<file path="src/rtl/irq_pol_pkg.sv">
package irq_pol_pkg;
  localparam int LINES     = 256;
  localparam int WORD_W    = 32;
  localparam int WORDS     = LINES / WORD_W;
  localparam int IDX_W     = $clog2(WORDS);
  localparam int ADDR_W    = 9;
  localparam int BASE_WORD = 1;   // first configuration word sits at byte 0x04

  typedef struct packed {
    logic             rdEn;
    logic             rdHit;
    logic [IDX_W-1:0] idx;
    logic [WORDS-1:0] wrWord;
  } ctrlStrobe_t;
endpackage

</file>
<file path="src/rtl/irq_pol_ctrl.sv">
module irq_pol_ctrl
  import irq_pol_pkg::*;
(
  input  logic              busSel,
  input  logic              busWr,
  input  logic [ADDR_W-1:0] busAddr,
  output ctrlStrobe_t       strb
);
  localparam int WOFF_W = ADDR_W - 2;

  logic [WOFF_W-1:0] wordOff;
  logic [WOFF_W-1:0] relOff;
  logic              aligned;
  logic              inRange;

  always_comb begin
    wordOff = busAddr[ADDR_W-1:2];
    aligned = (busAddr[1:0] == 2'b00);
    relOff  = wordOff - WOFF_W'(BASE_WORD);
    inRange = aligned && (wordOff >= WOFF_W'(BASE_WORD)) && (relOff < WOFF_W'(WORDS));
  end

  assign strb.rdEn  = busSel && !busWr;
  assign strb.rdHit = inRange;
  assign strb.idx   = relOff[IDX_W-1:0];

  for (genvar w = 0; w < WORDS; w++) begin : g_wrDec
    assign strb.wrWord[w] = busSel && busWr && inRange && (relOff == WOFF_W'(w));
  end
endmodule

</file>
<file path="src/rtl/irq_pol_dp.sv">
module irq_pol_dp
  import irq_pol_pkg::*;
(
  input  logic              clk,
  input  logic              rstN,
  input  ctrlStrobe_t       strb,
  input  logic [WORD_W-1:0] busWdata,
  input  logic [LINES-1:0]  irqIn,
  output logic [LINES-1:0]  irqOut,
  output logic [WORD_W-1:0] busRdata,
  output logic [LINES-1:0]  cfgFlat
);
  logic [WORD_W-1:0] cfgWord [WORDS];

  for (genvar w = 0; w < WORDS; w++) begin : g_cfg
    always_ff @(posedge clk) begin
      if (!rstN)               cfgWord[w] <= '0;
      else if (strb.wrWord[w]) cfgWord[w] <= busWdata;
    end
    assign cfgFlat[w*WORD_W +: WORD_W] = cfgWord[w];
  end

  always_ff @(posedge clk) begin
    if (!rstN) irqOut <= '0;
    else       irqOut <= irqIn ^ cfgFlat;
  end

  always_ff @(posedge clk) begin
    if (!rstN)          busRdata <= '0;
    else if (strb.rdEn) busRdata <= strb.rdHit ? cfgWord[strb.idx] : '0;
  end
endmodule

</file>
<file path="src/rtl/irq_polarity_bank.sv">
module irq_polarity_bank
  import irq_pol_pkg::*;
(
  input  logic              clk,
  input  logic              rstN,
  input  logic              busSel,
  input  logic              busWr,
  input  logic [ADDR_W-1:0] busAddr,
  input  logic [WORD_W-1:0] busWdata,
  output logic [WORD_W-1:0] busRdata,
  input  logic [LINES-1:0]  irqIn,
  output logic [LINES-1:0]  irqOut
);
  ctrlStrobe_t      strb;
  logic [LINES-1:0] cfgFlat;

  irq_pol_ctrl u_ctrl (
    .busSel (busSel),
    .busWr  (busWr),
    .busAddr(busAddr),
    .strb   (strb)
  );

  irq_pol_dp u_dp (
    .clk     (clk),
    .rstN    (rstN),
    .strb    (strb),
    .busWdata(busWdata),
    .irqIn   (irqIn),
    .irqOut  (irqOut),
    .busRdata(busRdata),
    .cfgFlat (cfgFlat)
  );
endmodule

</file>
<file path="config.mk">
export PLATFORM = sky130hd
export DESIGN_NAME = irq_polarity_bank
export DESIGN_NICKNAME = d
export VERILOG_FILES = /design/src/rtl/irq_pol_pkg.sv /design/src/rtl/irq_pol_ctrl.sv /design/src/rtl/irq_pol_dp.sv /design/src/rtl/irq_polarity_bank.sv
export SDC_FILE = /design/constraint.sdc
export NUM_CORES = 1
export LEC_CHECK = 0
export ABC_AREA = 1
export BUFFER_PORTS_ARGS = -buffer_cell sky130_fd_sc_hd__clkbuf_2
export CORE_AREA = 2 2 327 200
export CTS_BUF_LIST = sky130_fd_sc_hd__clkbuf_16
export DETAILED_ROUTE_END_ITERATION = 10
export DIE_AREA = 0 0 329 202
export SYNTH_ARGS = -nofsm -noshare
export SYNTH_HDL_FRONTEND = slang
export SYNTH_SLANG_ARGS = --single-unit
</file>
<file path="constraint.sdc">
create_clock -name clk -period 8.3 [get_ports clk]
set_clock_uncertainty 0.2 [all_clocks]
set_input_delay 0 -clock clk [delete_from_list [all_inputs] [get_ports clk]]
set_output_delay 0 -clock clk [all_outputs]
set_load 0.01 [all_outputs]
</file>
Word level (Yosys, flattened, before mapping)
Memories as Yosys holds them, arrays and structs flattened.
Index checks and enable logic that the tools add are counted.
{"block": "classes", "bitwise": 9, "muxes": 34, "magnitude_cmp": 2, "eq_ne": 7, "n_reduce_logical": 16, "addsub": 1}
{"cell": "$mux 32", "count": 9}
{"cell": "$xor 256x256->256", "count": 1}
{"cell": "$eq 7x3->1 const B", "count": 4}
{"cell": "$mux 1", "count": 25}
{"cell": "$eq 7x2->1 const B", "count": 2}
{"cell": "$logic_and 1x1->1", "count": 13}
{"cell": "$or 1x1->1", "count": 8}
{"cell": "$eq 7x1->1 const B", "count": 1}
{"cell": "$ge 7x1->1 const B", "count": 1}
{"cell": "$logic_not 7->1", "count": 1}
{"cell": "$lt 7x4->1 const B", "count": 1}
{"cell": "$sub 7x1->7 const B", "count": 1}
{"cell": "$logic_not 2->1", "count": 1}
{"cell": "$logic_not 1->1", "count": 1}
{"block": "word_totals", "mem_bits_rw": 256, "input_bits": 301, "regBits": 288, "n_memories": 1}
{"name": "u_dp.cfgWord", "words": 8, "word_bits": 32, "rd": 9, "rd_clocked_by_memory_dff": 0, "write_ports": 8, "line": "irq_pol_dp.sv:13", "text": "logic [WORD_W-1:0] cfgWord [WORDS];"}

Logic depth before layout (Yosys ltp)
Gate-level depths: netlist of the first run.
{"block": "logic_depth", "depth_word": 9, "depth_mapped": 13, "mapped_depth_nobuf": 10}

By module
A second synthesis of the first run with hierarchy kept.
{"block": "hier_totals", "hier_cells": 2326, "area_unflattened_um2": 22081.2}
{"mod": "irq_pol_dp", "n_inst": 1, "area_per_inst_um2": 21628.2, "cells_each": 2247}
{"mod": "irq_pol_ctrl", "n_inst": 1, "area_per_inst_um2": 452.9, "cells_each": 79}

Least setup slack after synthesis of the first run
No wires, ideal clock.
{"block": "synth_path", "path_kind": "input to register", "start": "input port busAddr[2]", "end": "memory u_dp.cfgWord[5][0], enable pin", "t_arrival_ns": 2.371, "slack_ns": 5.340, "path_stages": 11, "required_time_ns": 7.711, "path_cell_list": "inv_1 buf_2 buf_1 ha_1 nor2_2 nor2_4 nand3_1 nor2_1 nand4_2 buf_4 nand2_1"}
{"element": "start: declaration", "line": "irq_polarity_bank.sv:8", "text": "input logic [ADDR_W-1:0] busAddr,"}
{"element": "end: declaration", "line": "irq_pol_dp.sv:13"}

==> results of run 1 <==
## layout make-up
cell class,count,share of cell area (%)
repair buffers,1123,25.36
well taps,851,3.246
diodes,4,0.03052
flip-flops and latches,544,41.02
clock inverters,36,0.9537
inverters,50,0.6028
multi-input cells,1467,23.75
clock buffers,66,5.036
## cells by family after synthesis
| family | after synthesis |
|---|---|
| xor+xnor | 256 |
| compound gates | 157 |
| fa+ha+maj | 4 |
| simple gates | 1050 |
| flops | 544 |
| buf+inv | 173 |
## metal layers
layer | global-route usage (%) | wire [um] | vias to the layer above
li1 | - | - | 9158
met1 | 33.11 | 35830 | 9544
met2 | 38.87 | 38050 | 986
met3 | 6.968 | 8381 | 194
met4 | 7.844 | 2514 | 0
met5 | 0 | 0 | -
## state kept, by name, indices dropped and copies added (netlist names)
register,count
u_dp.busRdata,32
u_dp.irqOut,256
u_dp.cfgWord,256
## worst min-delay path, delay by kind of cell
family	cells	cell delay, ns
buffers and inverters	2	0.65
AND/OR/NAND/NOR	1	0.08
XOR/XNOR	1	0.07
## placed cells by master (no fill, tap or decap), drive strengths merged
cell type	netlist	routed
bufinv	0	5
nand2	159	159
clkbuf	67	653
inv	50	64
a21oi	32	32
o21ai	125	125
clkinv	0	15
nor3	97	97
nand3	44	44
nor2	711	711
buf	56	9
ha	4	4
nand4	8	8
dfxtp	288	288
dlygate4sd3	0	527
edfxtp	256	256
xnor2	256	256
diode	0	4
or2	31	31
clkinvlp	0	2
## metrics by stage
step / util, % / hold WS, ns / worst slack (ns) / area, um^2
6_report: 51.64 / 0.02553 / 4.294 / 32800
5_1_grt: 51.63 / 0.02117 / 4.014 / 32790
4_1_cts: 51.63 / 0.0008135 / 4.347 / 32790
3_5_place_dp: 40.16 / 0.04665 / 3.697 / 25510
3_3_place_gp: 40.16 / 0.04376 / 3.760 / 25510
2_1_floorplan: - / -0.06320 / 5.340 / 22040
## path summary, 6_finish.rpt
path | start | to | slack [ns]
worst max-delay path | busAddr[2] | u_dp.cfgWord[1][14] | 4.29
worst min-delay path | irqIn[119] | u_dp.irqOut[119] | 0.03
worst max register to register | u_dp.cfgWord[2][30] | u_dp.busRdata[30] | 6.43
worst min register to register | u_dp.busRdata[21] | u_dp.busRdata[21] | 0.27
## power by group through the flow
stage          combinational (mW)  sequential (mW)  clock (mW)
5_1_grt                      1.03             3.08        2.83
2_1_floorplan               0.344             3.14           0
3_3_place_gp                0.722             3.12           0
3_5_place_dp                0.729             3.13           0
6_report                    0.961             3.07        2.70
4_1_cts                     0.927             3.07        2.72
==> reports/qor.csv, run 1 <==
metric,value,unit
status,completed,
path_class,in -> reg,
cp_cell_sequence,"buf_4, inv_4, ha_4, nor2_2, inv_1, nand2_2, nand3_1, nor2_1, nand4_4, nand2_2",
via_count,19880,
tightest_slew,1.250,ns
critPathTopFamily,simple AND/OR/NAND/NOR gates,
worst_slew_margin_rel,16.68,%
die-area,66460,um^2
grt_pass1_wl,123200,um
nNetsFinal,3545,
fill_cells,5426,
via_per_inst,4.801,
synthSimpleGateAreaFrac,21.20,%
gr-total-overflow,0,
coreArea,63510,um^2
synthMuxAreaShare,0,%
fin_cells,4141,
cp_slowest_cell,nand2_2,
clock_latency,0.61,ns
worst_setup_path_end_kind,flip-flop,
syn_area,22040,um^2
drv_cap,0,
cp-start-kind,primary input,
irDropWorstVdd,0.0001574,V
port_buffers,588,
die_x,329,um
post_synth.cell_area_avg,10.09,um^2
pin_count,589,
min_period,4.006,ns
grtUsageTotal,24.79,%
yosysMostFrequentCell,nor2_1,
critPathArrivalTime,4.03,ns
syn2layout_area_growth,48.83,%
syn-num-nets,2489,
required,8.33,ns
post-route-period-util,48.27,%
cts_resized,0,
hold_depth,4,
clkPwrFrac,40.1,%
totalPowerFinal,6.729,mW
hold_viol_final,0,
cts.sinks,544,
ff_latch_area,13450,um^2
postCtsSetupBuffers,0,
internal_power,4.984,mW
switching_share,25.94,%
synth_edf_count,256,
numCtsBuffers,54,
die_h,202,um
synth_xor_xnor_area_share,10.17,%
cpMostUsedCell,nand2_2,
netlist_top_cells_area,"edfxtp_1, dfxtp_1, nor2_1, xnor2_1, o21ai_0",
path_buf_inv,3,
power_density,205.2,nW/um^2
drt_pre_antenna_iters,6,
drc,0,
grt_setup_unrepaired,no,
comb_power_share,14.3,%
first_global_vias,20370,
ys_types,27,
start_util,34.70,%
routed_wl,84780,um
multi_input_area,7790,um^2
rows,72,
cts_root_buf,clkbuf_16,
synth-compound-area-share,3.566,%
synthCells,2184,
cp.depth,10,
postCtsHoldBufs,529,
final_antenna_net_count,0,
holdCritPathClass,in -> reg,
synth_common_cells,"nor2_1, dfxtp_1, edfxtp_1, xnor2_1, nand2_1",
hpwl,53490,um
synth_top_area_cell,edfxtp_1,
synth_adder_area_share,0.2271,%
h-tree-depth,2,
clockBufferDepth,3,
synth_top_family_by_area,simple AND/OR/NAND/NOR gates,
maxSlewViolCount,0,
synth_top_area_share,34.88,%
drive_above_1_share,24.62,%
synth-seq-cells,544,
yosys_warnings,0,
drt_iter0_drc,1980,
power.leakage,13.70,nW
antenna_found_initial,3,
wl_per_cell,20.47,um
clk_pin_slew,0.06,ns
dpl.cell_count,3506,
crit_fanout,67,
r2r_cells,7,
tns,0,ns
crit_path_max_incr_delay,0.83,ns
grt_max_degree,233,
async_flop_share,0,%
p_sw,1.745,mW
fmax,249.6,MHz
cts_tree,built,
finalSetupViolCount,0,
seq_area_frac_synth,61.05,%
place.gp.congestion,0.9377,
seq_power_share,45.7,%
yosys_most_used_dff,dfxtp_1,
Power figures use the tool's default switching activity.
==> run 2, diff against run 1 <==
==> constraint.sdc (replaced) <==
create_clock -name clk -period 3.85 [get_ports clk]
set_clock_uncertainty 0.2 [all_clocks]
set_input_delay 0 -clock clk [delete_from_list [all_inputs] [get_ports clk]]
set_output_delay 0 -clock clk [all_outputs]
set_load 0.01 [all_outputs]
==> run 2 against run 1 <==
Total power increased by 100%. Global-route usage is 0.22 points higher. Highest routed layer is now met5. Sequential cell count is the same.
==> reports/qor.csv, run 2 (same netlist as run 1, synthesis figures left out) <==
metric,value,unit,change
status,completed,,
top_regs,"u_dp.cfgWord: 256 flops, u_dp.irqOut: 256 flops, u_dp.busRdata: 32 flops",,
nNetsFinal,3555,,+0.28%
place.gp.congestion,0.9064,,-3.3%
final_antenna_net_count,0,,unchanged
critPathArrivalTime,3.59,ns,-0.44 ns
wl_per_cell,20.39,um,-0.40%
hold_depth,4,,unchanged
fin_cells,4149,,+0.19%
tns,0,ns,unchanged
start_util,34.70,%,unchanged
r2r-end,u_dp.busRdata[30],,
seq_power_share,48.5,%,+2.8 points
dpl.cell_count,3519,,+0.37%
worst_slew_margin_rel,21.85,%,+5.2 points
hold_viol_final,0,,unchanged
first_global_vias,20260,,-0.57%
p_sw,3.667,mW,+110%
cp_cell_sequence,"dlygate4sd3_1, clkbuf_2, nor2_2, nand3_1, nand2_1, dlygate4sd3_1, nand3_4, dlygate4sd3_1, nor2_8, buf_12, nand2_1, a21oi_1, dlygate4sd3_1",,
via_per_inst,4.718,,-1.7%
tightest_slew,1.171,ns,-0.07876 ns
rows,72,,unchanged
die_h,202,um,unchanged
design_area,32530,um^2,-0.80%
grtUsageTotal,25.02,%,+0.22 points
pin_count,589,,unchanged
post-route-period-util,84.15,%,
routed_wl,84610,um,-0.20%
grt_pass1_wl,124200,um,+0.81%
drive_above_1_share,24.52,%,-0.098 points
maxSlewViolCount,0,,unchanged
antenna_found_initial,4,,+1
drc,0,,unchanged
irDropWorstVdd,0.0002714,V,+72%
min_period,3.240,ns,
power_density,419.5,nW/um^2,+100%
comb_power_share,15.2,%,+0.9 points
internal_power,9.982,mW,+100%
layout_setup_ws,0.6101,ns,-3.683 ns
path_buf_inv,6,,+3
final_common_cell,nor2_1,,
dpl_worst_slack,0.9796,ns,-2.717 ns
cp_slowest_cell,dlygate4sd3_1,,
critPathTopFamily,buffers and inverters,,
multi_input_area,7790,um^2,unchanged
postCtsSetupBuffers,0,,unchanged
clockBufferDepth,3,,unchanged
cp-start-kind,primary input,,
switching_share,26.87,%,+0.93 points
required,4.20,ns,-4.13 ns
holdCritPathClass,in -> reg,,
grt_setup_unrepaired,no,,
fmax,308.6,MHz,
die_x,329,um,unchanged
clock_latency,0.61,ns,about the same
regToRegStartpoint,u_dp.cfgWord[2][30],,
crit_path_max_incr_delay,0.63,ns,-0.20 ns
most-common-layout-cells,"nor2_1, clkbuf_2, dlygate4sd3_1, dfxtp_1",,
port_buffers,588,,unchanged
cts_root_buf,clkbuf_16,,
reg2reg_slack,1.92,ns,-4.51 ns
cts_tree,built,,
worst_hold_startpoint,irqIn[154],,
cpMostUsedCell,dlygate4sd3_1,,
r2r_cells,7,,unchanged
clk_pin_slew,0.06,ns,about the same
coreArea,63510,um^2,unchanged
totalPowerFinal,13.65,mW,+100%
placed_area,25640,um^2,+0.53%
via_count,19580,,-1.5%
drt_pre_antenna_iters,6,,unchanged
gr-total-overflow,0,,unchanged
ff_latch_area,13450,um^2,unchanged
h-tree-depth,2,,unchanged
hpwl,54320,um,+1.6%
die-area,66460,um^2,unchanged
grt_max_degree,118,,-49%
crit_fanout,32,,-52%
worstSetupStartpoint,busAddr[5],,
fill_cells,5558,,+2.4%
cts.sinks,544,,unchanged
clkPwrFrac,36.3,%,-3.8 points
numCtsBuffers,53,,-1.9%
timing.hold.ws,0.02516,ns,-0.0003713 ns
drv_cap,0,,unchanged
syn2layout_area_growth,47.63,%,
path_class,in -> reg,,
power.leakage,13.63,nW,-0.46%
min_to,u_dp.irqOut[154],,
final_util,51.23,%,-0.42 points
drt_iter0_drc,1840,,-7.1%
worst_setup_path_end_kind,flip-flop,,
finalSetupViolCount,0,,unchanged
## run 2: worst max path at each step
stage / end / slack [ns] / cells past startpoint
2_1_floorplan: u_dp.cfgWord[5][0] / 0.89 / 11
3_3_place_gp: u_dp.cfgWord[5][6] / 1.02 / 11
3_5_place_dp: u_dp.cfgWord[5][15] / 0.98 / 10
4_1_cts: u_dp.busRdata[30] / 0.66 / 13
5_1_grt: u_dp.cfgWord[2][18] / 0.44 / 11
6_report: u_dp.busRdata[30] / 0.61 / 13
## run 2: tightest hold or removal path: cells and delay by family
kind                   cells  cell delay (ns)
AND/OR/NAND/NOR            1             0.07
buffers and inverters      2             0.66
XOR/XNOR                   1             0.07
## run 2: area by class of cell
class | instances | share of cell area (%)
clock inverters | 44 | 0.6038
multi-input cells | 1467 | 23.94
clock buffers | 56 | 4.307
inverters | 50 | 0.6076
well taps | 851 | 3.273
diodes | 3 | 0.02308
repair buffers | 1134 | 25.89
flip-flops and latches | 544 | 41.35
## run 2: per-layer routing
layer	wire, um	vias up	GRT usage (%)	part of all wire [%]
met5	27	-	0	0.032
met4	2204	4	6.866	2.6
met3	8137	160	7.204	9.6
met2	37800	888	38.85	45
met1	36430	9357	34.02	43
li1	-	9168	-	-
## run 2: timing repair
action | in CTS | in global routing
hold endpoints to repair | 544 | 0
hold buffers | 527 | 0
gates resized for setup | 0 | 0
## run 2: power groups by stage
stage / clock network (mW) / registers [mW] / logic [mW]
6_report: 4.96 / 6.62 / 2.07
5_1_grt: 5.27 / 6.65 / 2.23
4_1_cts: 5.02 / 6.62 / 2.01
3_5_place_dp: 0 / 6.74 / 1.59
3_3_place_gp: 0 / 6.73 / 1.57
2_1_floorplan: 0 / 6.77 / 0.741
==> run 3, diff against run 2 <==
--- a/config.mk
+++ b/config.mk
@@ -5,12 +5,12 @@
 export SDC_FILE = /design/constraint.sdc
 export NUM_CORES = 1
 export LEC_CHECK = 0
-export ABC_AREA = 1
+export ABC_AREA = 0
 export BUFFER_PORTS_ARGS = -buffer_cell sky130_fd_sc_hd__clkbuf_2
-export CORE_AREA = 2 2 327 200
+export CORE_AREA = 2 2 323 197
 export CTS_BUF_LIST = sky130_fd_sc_hd__clkbuf_16
 export DETAILED_ROUTE_END_ITERATION = 10
-export DIE_AREA = 0 0 329 202
+export DIE_AREA = 0 0 325 199
 export SYNTH_ARGS = -nofsm -noshare
 export SYNTH_HDL_FRONTEND = slang
 export SYNTH_SLANG_ARGS = --single-unit
==> constraint.sdc (replaced) <==
create_clock -name clk -period 2.7 [get_ports clk]
set_clock_uncertainty 0.2 [all_clocks]
set_input_delay 0 -clock clk [delete_from_list [all_inputs] [get_ports clk]]
set_output_delay 0 -clock clk [all_outputs]
set_load 0.01 [all_outputs]
==> run 3 against run 2 <==
Sequential share of layout area down 0.62 points. First-iteration DRC count down 19%. Synthesized cell count shrank 23%. Synthesized area down 3.0%. Sequential power rose by 43%. Largest cell class unchanged. Via count shrank 8.6%. Total power rose by 41%. Die area shrank 2.7%.
==> reports/qor.csv, run 3 <==
metric,value,unit,change
grtUsageTotal,24.11,%,-0.91 points
status,completed,,
cp-start-kind,primary input,,
clock_latency,0.60,ns,about the same
power.leakage,13.79,nW,+1.2%
fmax,381.1,MHz,
drc,0,,unchanged
rows,71,,-1.4%
ys_types,41,,+52%
critical_path.endpoint,u_dp.cfgWord[7][22],,
drt_pre_antenna_iters,5,,-1
top_regs,"u_dp.cfgWord: 256 flops, u_dp.irqOut: 256 flops, u_dp.busRdata: 32 flops",,
grt_setup_unrepaired,no,,
r2r_cells,3,,-4
die_x,325,um,-1.2%
crit_fanout,9,,-72%
yosys_most_used_dff,dfxtp_1,,
post-route-period-util,97.18,%,
netlist_top_cells_area,"edfxtp_1, dfxtp_1, xnor2_1, mux4_2, nor2_1",,
worstSetupStartpoint,busAddr[4],,
die-area,64680,um^2,-2.7%
worst_slew_margin_rel,33.02,%,+11 points
synth_top_area_cell,edfxtp_1,,
path_class,in -> reg,,
drv_cap,0,,unchanged
worst_setup_path_end_kind,flip-flop,,
synth_common_cells,"dfxtp_1, nor2_1, edfxtp_1, xnor2_1, and2_1",,
required,2.90,ns,-1.30 ns
totalPowerFinal,19.28,mW,+41%
die_h,199,um,-1.5%
timing.hold.ws,0.02702,ns,+0.001868 ns
regToRegStartpoint,u_dp.cfgWord[5][0],,
final_common_cell,clkbuf_2,,
h-tree-depth,2,,unchanged
tightest_slew,1.005,ns,-0.1664 ns
port_buffers,588,,unchanged
syn2layout_area_growth,54.44,%,
clk_pin_slew,0.06,ns,about the same
wl_per_cell,21.35,um,+4.7%
final_antenna_net_count,0,,unchanged
irDropWorstVdd,0.0003885,V,+43%
cts_root_buf,clkbuf_16,,
post_synth.cell_area_avg,12.68,um^2,+26%
start_util,34.54,%,-0.16 points
syn-num-nets,1991,,-20%
async_flop_share,0,%,unchanged
synthCells,1686,,-23%
holdCritPathClass,in -> reg,,
yosysMostFrequentCell,dfxtp_1,,
nNetsFinal,3142,,-12%
cts.sinks,544,,unchanged
routed_wl,79480,um,-6.1%
cts_tree,built,,
syn_area,21390,um^2,-3.0%
drive_above_1_share,27.78,%,+3.3 points
reg2reg_slack,0.98,ns,-0.94 ns
r2r-end,u_dp.busRdata[0],,
hpwl,47870,um,-12%
gr-total-overflow,0,,unchanged
fill_cells,4970,,-11%
synth_top_area_share,35.95,%,+1.1 points
grt_pass1_wl,116500,um,-6.2%
hold_viol_final,0,,unchanged
pin_count,589,,unchanged
place.gp.congestion,0.8627,,-4.8%
drt_iter0_drc,1483,,-19%
coreArea,61920,um^2,-2.5%
seq_area_frac_synth,62.91,%,+1.9 points
critPathArrivalTime,2.82,ns,-0.77 ns
power_density,583.6,nW/um^2,+39%
via_per_inst,4.810,,+1.9%
yosys_warnings,0,,unchanged
most-common-layout-cells,"clkbuf_2, dlygate4sd3_1, dfxtp_1, nor2_1",,
min_period,2.624,ns,
synth_edf_count,256,,unchanged
synth-seq-cells,544,,unchanged
maxSlewViolCount,0,,unchanged
numCtsBuffers,52,,-1.9%
via_count,17900,,-8.6%
antenna_found_initial,4,,unchanged
first_global_vias,18910,,-6.7%
finalSetupViolCount,0,,unchanged
clockBufferDepth,3,,unchanged
grt_max_degree,102,,-14%
## run 3: cell types whose count changed after synthesis, sizes merged, moves of 82 or more
| cell | before | now |
|---|---|---|
| o21ai | 125 | 39 |
| and3 | 0 | 97 |
| nand2 | 159 | 69 |
| nor3 | 97 | 15 |
| and2 | 0 | 117 |
| nor2 | 711 | 260 |
## run 3: what timing repair did
item	in CTS	in global routing
hold buffers	572	0
resized for setup	0	0
endpoints found under the setup margin	0	1
endpoints found under the hold margin	761	0
setup buffers	0	1
## run 3: cells by family (layout without fill, tap and decap cells)
group / count (synthesis) / count (layout) / share of synthesized area, %
adder cells (fa/ha/maj): 4 / 4 / 0.2340
multiplexers: 96 / 96 / 8.238
flip-flops: 544 / 544 / 62.91
other: 0 / 3 / 0
buffers and inverters: 110 / 1304 / 2.071
XOR/XNOR: 257 / 257 / 10.53
AND/OR/NAND/NOR: 618 / 618 / 14.07
AO/OA/AOI/OAI: 57 / 57 / 1.960
## run 3: layout make-up
class	instances	area (um^2)	share of cell area, %
timing repair buffer	1203	9198	27.85
clock buffer	55	1376	4.167
inverter	4	27.53	0.08334
tap	839	1050	3.178
clock inverter	42	195.2	0.5910
sequential	544	13450	40.73
multi-input combinational	1032	7721	23.38
antenna	3	7.507	0.02273
## run 3: worst min-delay path by stage
stage / to / slack, ns / start / cells after the start
5_1_grt: u_dp.irqOut[93] / 0.03 / irqIn[93] / 4
6_report: u_dp.irqOut[92] / 0.03 / irqIn[92] / 4
4_1_cts: u_dp.irqOut[50] / 0.00002 / irqIn[50] / 4
3_5_place_dp: u_dp.irqOut[55] / 0.05 / irqIn[55] / 3
2_1_floorplan: u_dp.irqOut[0] / -0.06 / irqIn[0] / 2
3_3_place_gp: u_dp.irqOut[25] / 0.05 / irqIn[25] / 3
## run 3: power breakdown
group	internal (mW)	leakage [nW]	switching (mW)
logic	1.55	8.11	1.33
registers	9.13	4.82	0.312
clock network	3.68	0.860	3.27
total	14.4	13.8	4.92
## run 3: layer usage
| metal | wire length (um) | global-route usage (%) |
|---|---|---|
| met4 | 2398 | 8.659 |
| met1 | 31680 | 29.82 |
| met5 | 39 | 0 |
| met2 | 39360 | 41.95 |
| met3 | 6003 | 4.936 |
## run 3: worst max-delay path, cell delays in order
cell,delay [ns]
dlygate4sd3_1,0.55
clkbuf_2,0.22
o31a_1,0.33
or4_4,0.54
dlygate4sd3_1,0.64
buf_4,0.21
nor4_1,0.31
## run 3: metrics by stage
step                      area, um^2  utilization [%]  worst slack [ns]  TNS (ns)  std cells
after floorplan                21600                -           -0.4269    -42.57       1686
after global placement         25720            41.53           0.09464         0       3049
after detailed placement       25720            41.53           0.05323         0       3049
after CTS                      33010            53.32            0.1308         0       3718
after global routing           33020            53.33           0.04768         0       3720
final                          33030            53.34           0.07610         0       3722
